$ cat src/rtl/bg_pkg.sv
package bg_pkg;
  typedef enum logic [1:0] {
    M_SLEEP   = 2'd0,
    M_STARTUP = 2'd1,
    M_CHECK   = 2'd2,
    M_RECEIVE = 2'd3
  } bg_mode_e;
endpackage

$ cat src/rtl/bg_sync_edge.sv
module bg_sync_edge (
  input  logic clk,
  input  logic rst_n,
  input  logic din,
  output logic edge_o
);
  logic s1_q, s2_q, prev_q;

  always_ff @(posedge clk or negedge rst_n) begin
    if (!rst_n) begin
      s1_q   <= 1'b0;
      s2_q   <= 1'b0;
      prev_q <= 1'b0;
    end else begin
      s1_q   <= din;
      s2_q   <= s1_q;
      prev_q <= s2_q;
    end
  end

  // Either polarity counts as an edge.
  assign edge_o = s2_q ^ prev_q;
endmodule

$ cat src/rtl/bg_interval.sv
module bg_interval #(
  parameter int W = 8
) (
  input  logic         clk,
  input  logic         rst_n,
  input  logic         clr,
  input  logic         one,
  input  logic         inc,
  output logic [W-1:0] cnt
);
  logic [W-1:0] cnt_q;

  always_ff @(posedge clk or negedge rst_n) begin
    if (!rst_n)   cnt_q <= '0;
    else if (clr) cnt_q <= '0;
    else if (one) cnt_q <= W'(1);
    else if (inc) cnt_q <= cnt_q + W'(1);
  end

  assign cnt = cnt_q;
endmodule

$ cat src/rtl/bitrate_gate.sv
module bitrate_gate #(
  parameter int CNT_W       = 8,
  parameter int START_TICKS = 4,
  parameter int PASS_GOAL   = 3
) (
  input  logic             clk,
  input  logic             rst_n,
  input  logic             en,
  input  logic             dem_in,
  input  logic             tick,
  input  logic [CNT_W-1:0] lo_lim,
  input  logic [CNT_W-1:0] hi_lim,
  output logic [1:0]       mode,
  output logic             pass_pulse,
  output logic             fail_pulse,
  output logic             done
);
  import bg_pkg::*;

  localparam int SU_W = $clog2(START_TICKS + 1);
  localparam int NP_W = $clog2(PASS_GOAL + 1);
  localparam logic [SU_W-1:0] SU_LAST = SU_W'(START_TICKS - 1);
  localparam logic [NP_W-1:0] NP_LAST = NP_W'(PASS_GOAL - 1);

  bg_mode_e         mode_q, mode_d;
  logic [SU_W-1:0]  su_q, su_d;
  logic [NP_W-1:0]  np_q, np_d;
  logic             armed_q, armed_d;
  logic             hold_q, hold_d;
  logic             pass_q, pass_d, fail_q, fail_d;
  logic [CNT_W-1:0] lo_q, hi_q;
  logic             edge_s;
  logic [CNT_W-1:0] cnt;
  logic             cnt_clr, cnt_one, cnt_inc;
  logic             in_win;
  logic [CNT_W:0]   cnt_nxt;

  bg_sync_edge u_sync (
    .clk(clk), .rst_n(rst_n), .din(dem_in), .edge_o(edge_s)
  );

  bg_interval #(.W(CNT_W)) u_cnt (
    .clk(clk), .rst_n(rst_n), .clr(cnt_clr), .one(cnt_one),
    .inc(cnt_inc), .cnt(cnt)
  );

  // An empty window (lo >= hi) rejects every edge by itself.
  assign in_win  = (cnt >= lo_q) && (cnt < hi_q);
  assign cnt_nxt = {1'b0, cnt} + (CNT_W+1)'(1);

  always_comb begin
    mode_d  = mode_q;
    su_d    = su_q;
    np_d    = np_q;
    armed_d = armed_q;
    hold_d  = hold_q;
    pass_d  = 1'b0;
    fail_d  = 1'b0;
    cnt_clr = 1'b0;
    cnt_one = 1'b0;
    cnt_inc = 1'b0;
    if (!en) begin
      mode_d  = M_SLEEP;
      hold_d  = 1'b0;
      cnt_clr = 1'b1;
    end else begin
      unique case (mode_q)
        M_SLEEP: begin
          if (!hold_q) begin
            mode_d  = M_STARTUP;
            su_d    = '0;
            cnt_clr = 1'b1;
          end
        end
        M_STARTUP: begin
          if (tick) begin
            if (su_q == SU_LAST) begin
              mode_d  = M_CHECK;
              armed_d = 1'b0;
              np_d    = '0;
              cnt_clr = 1'b1;
            end else begin
              su_d = su_q + SU_W'(1);
            end
          end
        end
        M_CHECK: begin
          if (edge_s) begin
            if (!armed_q) begin
              armed_d = 1'b1;
              cnt_one = 1'b1;
            end else if (in_win) begin
              pass_d  = 1'b1;
              cnt_one = 1'b1;
              if (np_q == NP_LAST) mode_d = M_RECEIVE;
              else                 np_d   = np_q + NP_W'(1);
            end else begin
              fail_d  = 1'b1;
              hold_d  = 1'b1;
              mode_d  = M_SLEEP;
              cnt_clr = 1'b1;
            end
          end else if (tick) begin
            if (cnt_nxt >= {1'b0, hi_q}) begin
              fail_d  = 1'b1;
              hold_d  = 1'b1;
              mode_d  = M_SLEEP;
              cnt_clr = 1'b1;
            end else begin
              cnt_inc = 1'b1;
            end
          end
        end
        default: ;
      endcase
    end
  end

  always_ff @(posedge clk or negedge rst_n) begin
    if (!rst_n) begin
      mode_q  <= M_SLEEP;
      su_q    <= '0;
      np_q    <= '0;
      armed_q <= 1'b0;
      hold_q  <= 1'b0;
      pass_q  <= 1'b0;
      fail_q  <= 1'b0;
      lo_q    <= '0;
      hi_q    <= '0;
    end else begin
      mode_q  <= mode_d;
      su_q    <= su_d;
      np_q    <= np_d;
      armed_q <= armed_d;
      hold_q  <= hold_d;
      pass_q  <= pass_d;
      fail_q  <= fail_d;
      if (mode_q == M_SLEEP) begin
        lo_q <= lo_lim;
        hi_q <= hi_lim;
      end
    end
  end

  assign mode       = mode_q;
  assign pass_pulse = pass_q;
  assign fail_pulse = fail_q;
  assign done       = (mode_q == M_RECEIVE);

  a_r4_r5_pulses_exclusive: assert property (@(posedge clk) disable iff (!rst_n)
    !(pass_q && fail_q));

  a_r5_fail_lands_in_sleep: assert property (@(posedge clk) disable iff (!rst_n)
    fail_q |-> mode_q == M_SLEEP);

  a_r6_count_below_upper: assert property (@(posedge clk) disable iff (!rst_n)
    (mode_q == M_CHECK && hi_q != '0) |-> cnt < hi_q);

  a_r2_check_after_startup: assert property (@(posedge clk) disable iff (!rst_n)
    (mode_q == M_CHECK) |-> ($past(mode_q) == M_STARTUP || $past(mode_q) == M_CHECK));

  a_r8_limits_frozen: assert property (@(posedge clk) disable iff (!rst_n)
    (mode_q != M_SLEEP && $past(mode_q) != M_SLEEP) |-> ($stable(lo_q) && $stable(hi_q)));

  a_r9_receive_quiet: assert property (@(posedge clk) disable iff (!rst_n)
    (mode_q == M_RECEIVE && $past(mode_q) == M_RECEIVE) |-> (!pass_q && !fail_q));

  a_r10_disable_to_sleep: assert property (@(posedge clk) disable iff (!rst_n)
    $past(!en) |-> (mode_q == M_SLEEP && !fail_q));
endmodule

$ cat config.mk
export PLATFORM = sky130hd
export DESIGN_NAME = bitrate_gate
export DESIGN_NICKNAME = d
export VERILOG_FILES = /design/src/rtl/bg_pkg.sv /design/src/rtl/bg_sync_edge.sv /design/src/rtl/bg_interval.sv /design/src/rtl/bitrate_gate.sv
export SDC_FILE = /design/constraint.sdc
export NUM_CORES = 1
export LEC_CHECK = 0
export ABC_AREA = 1
export BUFFER_PORTS_ARGS = -buffer_cell sky130_fd_sc_hd__buf_2
export CAP_MARGIN = 20
export CORE_ASPECT_RATIO = 1.5
export CORE_MARGIN = 3
export CORE_UTILIZATION = 35
export DETAILED_ROUTE_END_ITERATION = 10
export GPL_TIMING_DRIVEN = 1
export SYNTH_ARGS = -nofsm -noshare
export SYNTH_HDL_FRONTEND = slang
export SYNTH_SLANG_ARGS = --single-unit
$ cat constraint.sdc
create_clock -name clk -period 4.9 [get_ports clk]
set_input_delay 0.735 -clock clk [delete_from_list [all_inputs] [get_ports clk]]
set_output_delay 0.735 -clock clk [all_outputs]
set_load 0.03 [all_outputs]
==> flow_metrics.env <==
export IMPL_dp_hpwl_mm=4.17
export IMPL_report_final_slew_viol_count=0
export IMPL_synth_cell_types=29
export IMPL_grt_start_max_net_pins=39
export IMPL_cts_path_max_buffers=2
export IMPL_leak_pwr_nw=1.64
export IMPL_final_min_clock_period_ns=2.44
export IMPL_cts_htree_levels=2
export IMPL_grt_pass1_wl_mm=9.36
export IMPL_post_cts_hold_buffer_count=0
export IMPL_initial_utilization=0.367
export IMPL_port_buffers=25
export IMPL_min_to="u_sync.s2_q"
export IMPL_clock_insertion_delay_worst_skew_ns=0.29
export IMPL_unrepaired_setup_endpoints_after_global_routing="false"
export IMPL_drt_first_iter_violations=48
export IMPL_place_congestion=0.888
export IMPL_detailroute_via_count=2132
export IMPL_min_delay_path_class="flop to flop"
export IMPL_count_of_instances_resized_after_the_clock_tree_is_built=0
export IMPL_timing_slew_headroom=0.442
export IMPL_whs_path_cells=0
export IMPL_share_of_total_power_in_sequential_cells=0.368
export IMPL_sum_neg_setup_slack_ns=0
export IMPL_cts_tree="built"
export IMPL_leftover_overflow_at_the_end_of_global_routing=0
export IMPL_post_synth_xor_area_fraction=0.0205
export IMPL_synth_compound_area_share=0.0902
export IMPL_die_height_um=111
export IMPL_clock_sink_count=38
export IMPL_yosys_warning_total=0
export IMPL_worstPathRequired_ns=5.08
export IMPL_post_synth_and_or_nand_nor_area_fraction=0.258
export IMPL_io_pin_count=26
export IMPL_min_period_over_period=0.499
export IMPL_power_share_combinational=0.394
export IMPL_wl_per_cell_um=11.5
export IMPL_switching_share=0.387
export IMPL_cts_post_setup_buffers_inserted=0
export IMPL_chipWidth_um=75.9
export IMPL_cts_buffers=5
export IMPL_core_um2=6990
export IMPL_grt_pass1_vias=2085
export IMPL_synthToLayoutAreaGrowth_pct=13.1
export IMPL_worstSetupPathType="flop to flop"
export IMPL_rows=37
export IMPL_p_int_mw=0.715
export IMPL_ctsRootBufferMaster="sky130_fd_sc_hd__clkbuf_8"
export IMPL_cts_reportedPaths_clkPinSlew_ns=0.08
export IMPL_maxCapViolCount=0
export IMPL_synth_nets=393
export IMPL_dieArea_um2=8420
export IMPL_drive_above_1_share=0.112
export IMPL_power_density_nw_per_um2=402
export IMPL_synth_top_family_by_area="simple AND/OR/NAND/NOR gates"
export IMPL_syn_mean_instance_area_um2=7.55
export IMPL_worst_ir_drop_vdd_mv=0.239
export IMPL_finClkSkew_ns=0.00782
export IMPL_mux_cell_area_share_after_synthesis=0
export IMPL_drt_pass1_iterations=4
export IMPL_timing_critical_path_from_type="flop"
export IMPL_synth_sequential_area_ratio=0.371
export IMPL_final_hold_worst_slack_ns=0.357
export IMPL_critical_path_max_fanout=8
export IMPL_drt_vias_per_instance=4.59
export IMPL_grt_usage=0.138
export IMPL_p_sw_mw=0.451
export IMPL_ff2ff_setup_slack_ns=2.46
export IMPL_worstHoldStart="u_sync.s1_q"
export IMPL_tightest_slew_ns=0.837
export IMPL_antenna_cells=0
export IMPL_maxClockFrequency_mhz=409
export IMPL_reg2reg_to="u_cnt.cnt[4]"
export IMPL_synth_cells=340
export IMPL_detail_route_drc_violations=0
export IMPL_clock_power_share=0.238
export IMPL_cp_data_arrival_time_ns=2.62
export IMPL_initial_antenna_violation_count=0
export IMPL_worstReg2RegStart="u_cnt.cnt[0]"
export IMPL_drt_total_wl_mm=5.35
export IMPL_timing_final_hold_violations=0
export IMPL_synth_seq_cells=38
export IMPL_final_net_count=420
export IMPL_mappedNetlistArea_um2=2570
export IMPL_adder_and_majority_gate_portion_of_the_synthesized_area=0.156
export IMPL_final_antenna_net_count=0
export IMPL_finalSetupViolCount=0
export IMPL_r2r_cells=18
export IMPL_outcome="completed"
export IMPL_cp_end_kind="flop"
export IMPL_power_total_mw=1.17
## power groups by stage
stage,sequential [mW],clock (mW),combinational [mW]
global route,0.439,0.295,0.549
CTS,0.430,0.287,0.468
floorplan,0.438,0,0.344
global placement,0.435,0,0.457
detailed placement,0.436,0,0.466
finish,0.430,0.277,0.459
## cell families after synthesis
group                      count (synthesis)
DFF                                       38
and+or+nand+nor                          152
xor gates and xnor gates                   6
buffers and inverters                     68
adders and majority gates                 32
AOI/OAI and AO/OA                         44
## registers in the layout (all words and copies together) (netlist names)
signal	count
pass_pulse	1
su_q	3
lo_q	8
armed_q	1
np_q	2
hold_q	1
hi_q	8
u_cnt.cnt	8
u_sync.s1_q	1
u_sync.s2_q	1
mode	2
u_sync.prev_q	1
fail_pulse	1
## area by class of cell
cell class	instances	area [um^2]
Clock buffer	6	82.6
Tap cell	97	121
Inverter	62	238
Fill cell	717	4090
Clock inverter	1	30.0
Timing Repair Buffer	26	133
Multi-Input combinational cell	234	1350
Sequential cell	38	951
## cells in the final DEF, fill, tap and decap left out, drive strengths merged, types with 3 or more instances in the layout
| cell type | Yosys | routed |
|---|---|---|
| o21ai | 23 | 23 |
| a21oi | 17 | 17 |
| xor2 | 6 | 6 |
| or2 | 3 | 3 |
| nand3 | 18 | 18 |
| nand4 | 4 | 4 |
| dfrtp | 38 | 38 |
| clkbuf | 4 | 6 |
| nor2 | 20 | 20 |
| nand2 | 101 | 101 |
| ha | 32 | 32 |
| buf | 2 | 26 |
| inv | 61 | 61 |
## how the worst max path moves through the flow
stage | start | to | slack, ns | cells after the start
3_3_place_gp | u_cnt.cnt[1] | u_cnt.cnt[3] | 2.49 | 18
5_1_grt | u_cnt.cnt[0] | u_cnt.cnt[0] | 2.24 | 18
4_1_cts | u_cnt.cnt[0] | u_cnt.cnt[6] | 2.45 | 18
6_report | u_cnt.cnt[0] | u_cnt.cnt[4] | 2.46 | 18
3_5_place_dp | u_cnt.cnt[0] | u_cnt.cnt[4] | 2.45 | 18
2_1_floorplan | u_cnt.cnt[0] | mode[0] | 2.69 | 16
## through the flow
| step | instances | utilization | area [um^2] | setup slack [ns] |
|---|---|---|---|---|
| after floorplan | 340 | - | 2570 | 2.69 |
| after global placement | 457 | 0.399 | 2790 | 2.49 |
| after detailed placement | 457 | 0.399 | 2790 | 2.45 |
| after CTS | 464 | 0.415 | 2900 | 2.45 |
| after global routing | 464 | 0.415 | 2900 | 2.24 |
| final | 464 | 0.415 | 2900 | 2.46 |
## cell usage after synthesis
| master | count | area (um^2) |
|---|---|---|
| sky130_fd_sc_hd__inv_1 | 60 | 225 |
| sky130_fd_sc_hd__buf_6 | 1 | 11.3 |
| sky130_fd_sc_hd__nand3_1 | 18 | 90.1 |
| sky130_fd_sc_hd__clkinv_4 | 1 | 8.76 |
| sky130_fd_sc_hd__a21oi_2 | 1 | 8.76 |
| sky130_fd_sc_hd__o21ai_0 | 21 | 105 |
| sky130_fd_sc_hd__clkbuf_1 | 4 | 15.0 |
| sky130_fd_sc_hd__buf_2 | 1 | 5.00 |
| sky130_fd_sc_hd__ha_1 | 32 | 400 |
| sky130_fd_sc_hd__inv_2 | 1 | 3.75 |
| sky130_fd_sc_hd__nor3_1 | 2 | 10.0 |
| sky130_fd_sc_hd__or2_1 | 2 | 12.5 |
| sky130_fd_sc_hd__nand4_4 | 1 | 21.3 |
| sky130_fd_sc_hd__o31ai_1 | 1 | 7.51 |
| sky130_fd_sc_hd__nor2_1 | 19 | 71.3 |
| sky130_fd_sc_hd__and2_4 | 1 | 8.76 |
| sky130_fd_sc_hd__o21ai_1 | 2 | 10.0 |
| sky130_fd_sc_hd__nand2_1 | 100 | 375 |
| sky130_fd_sc_hd__xor2_1 | 6 | 52.6 |
| sky130_fd_sc_hd__nand2_2 | 1 | 6.26 |
| sky130_fd_sc_hd__nand4_1 | 3 | 18.8 |
| sky130_fd_sc_hd__nor2_8 | 1 | 20.0 |
| sky130_fd_sc_hd__nor4_1 | 1 | 6.26 |
| sky130_fd_sc_hd__o22ai_1 | 2 | 12.5 |
| sky130_fd_sc_hd__dfrtp_1 | 38 | 951 |
| sky130_fd_sc_hd__o21a_1 | 1 | 7.51 |
| sky130_fd_sc_hd__a21oi_1 | 16 | 80.1 |
| sky130_fd_sc_hd__or2_2 | 1 | 6.26 |
| sky130_fd_sc_hd__nand3b_1 | 2 | 15.0 |
## routing by layer
layer,share of wire,global-route usage
met1,0.43,0.150
met4,0.020,0.0605
met2,0.52,0.257
met5,0,0
met3,0.032,0.0236
## worst max-delay path, cell delays in order (launching register included)
cell	delay [ns]
sky130_fd_sc_hd__dfrtp_1	0.43
sky130_fd_sc_hd__ha_1	0.26
sky130_fd_sc_hd__nand3_1	0.10
sky130_fd_sc_hd__xor2_1	0.15
sky130_fd_sc_hd__inv_1	0.07
sky130_fd_sc_hd__ha_1	0.29
sky130_fd_sc_hd__nand2_1	0.06
sky130_fd_sc_hd__nor2_1	0.10
sky130_fd_sc_hd__nand2_1	0.05
sky130_fd_sc_hd__nand3_1	0.06
sky130_fd_sc_hd__nand2_1	0.05
sky130_fd_sc_hd__nand2_1	0.05
sky130_fd_sc_hd__nand2_1	0.11
sky130_fd_sc_hd__nand3_1	0.10
sky130_fd_sc_hd__nand3_1	0.11
sky130_fd_sc_hd__nand2_1	0.07
sky130_fd_sc_hd__nand2_1	0.05
sky130_fd_sc_hd__nand2_2	0.17
sky130_fd_sc_hd__nor2_1	0.06
Power figures use the tool's default switching activity.
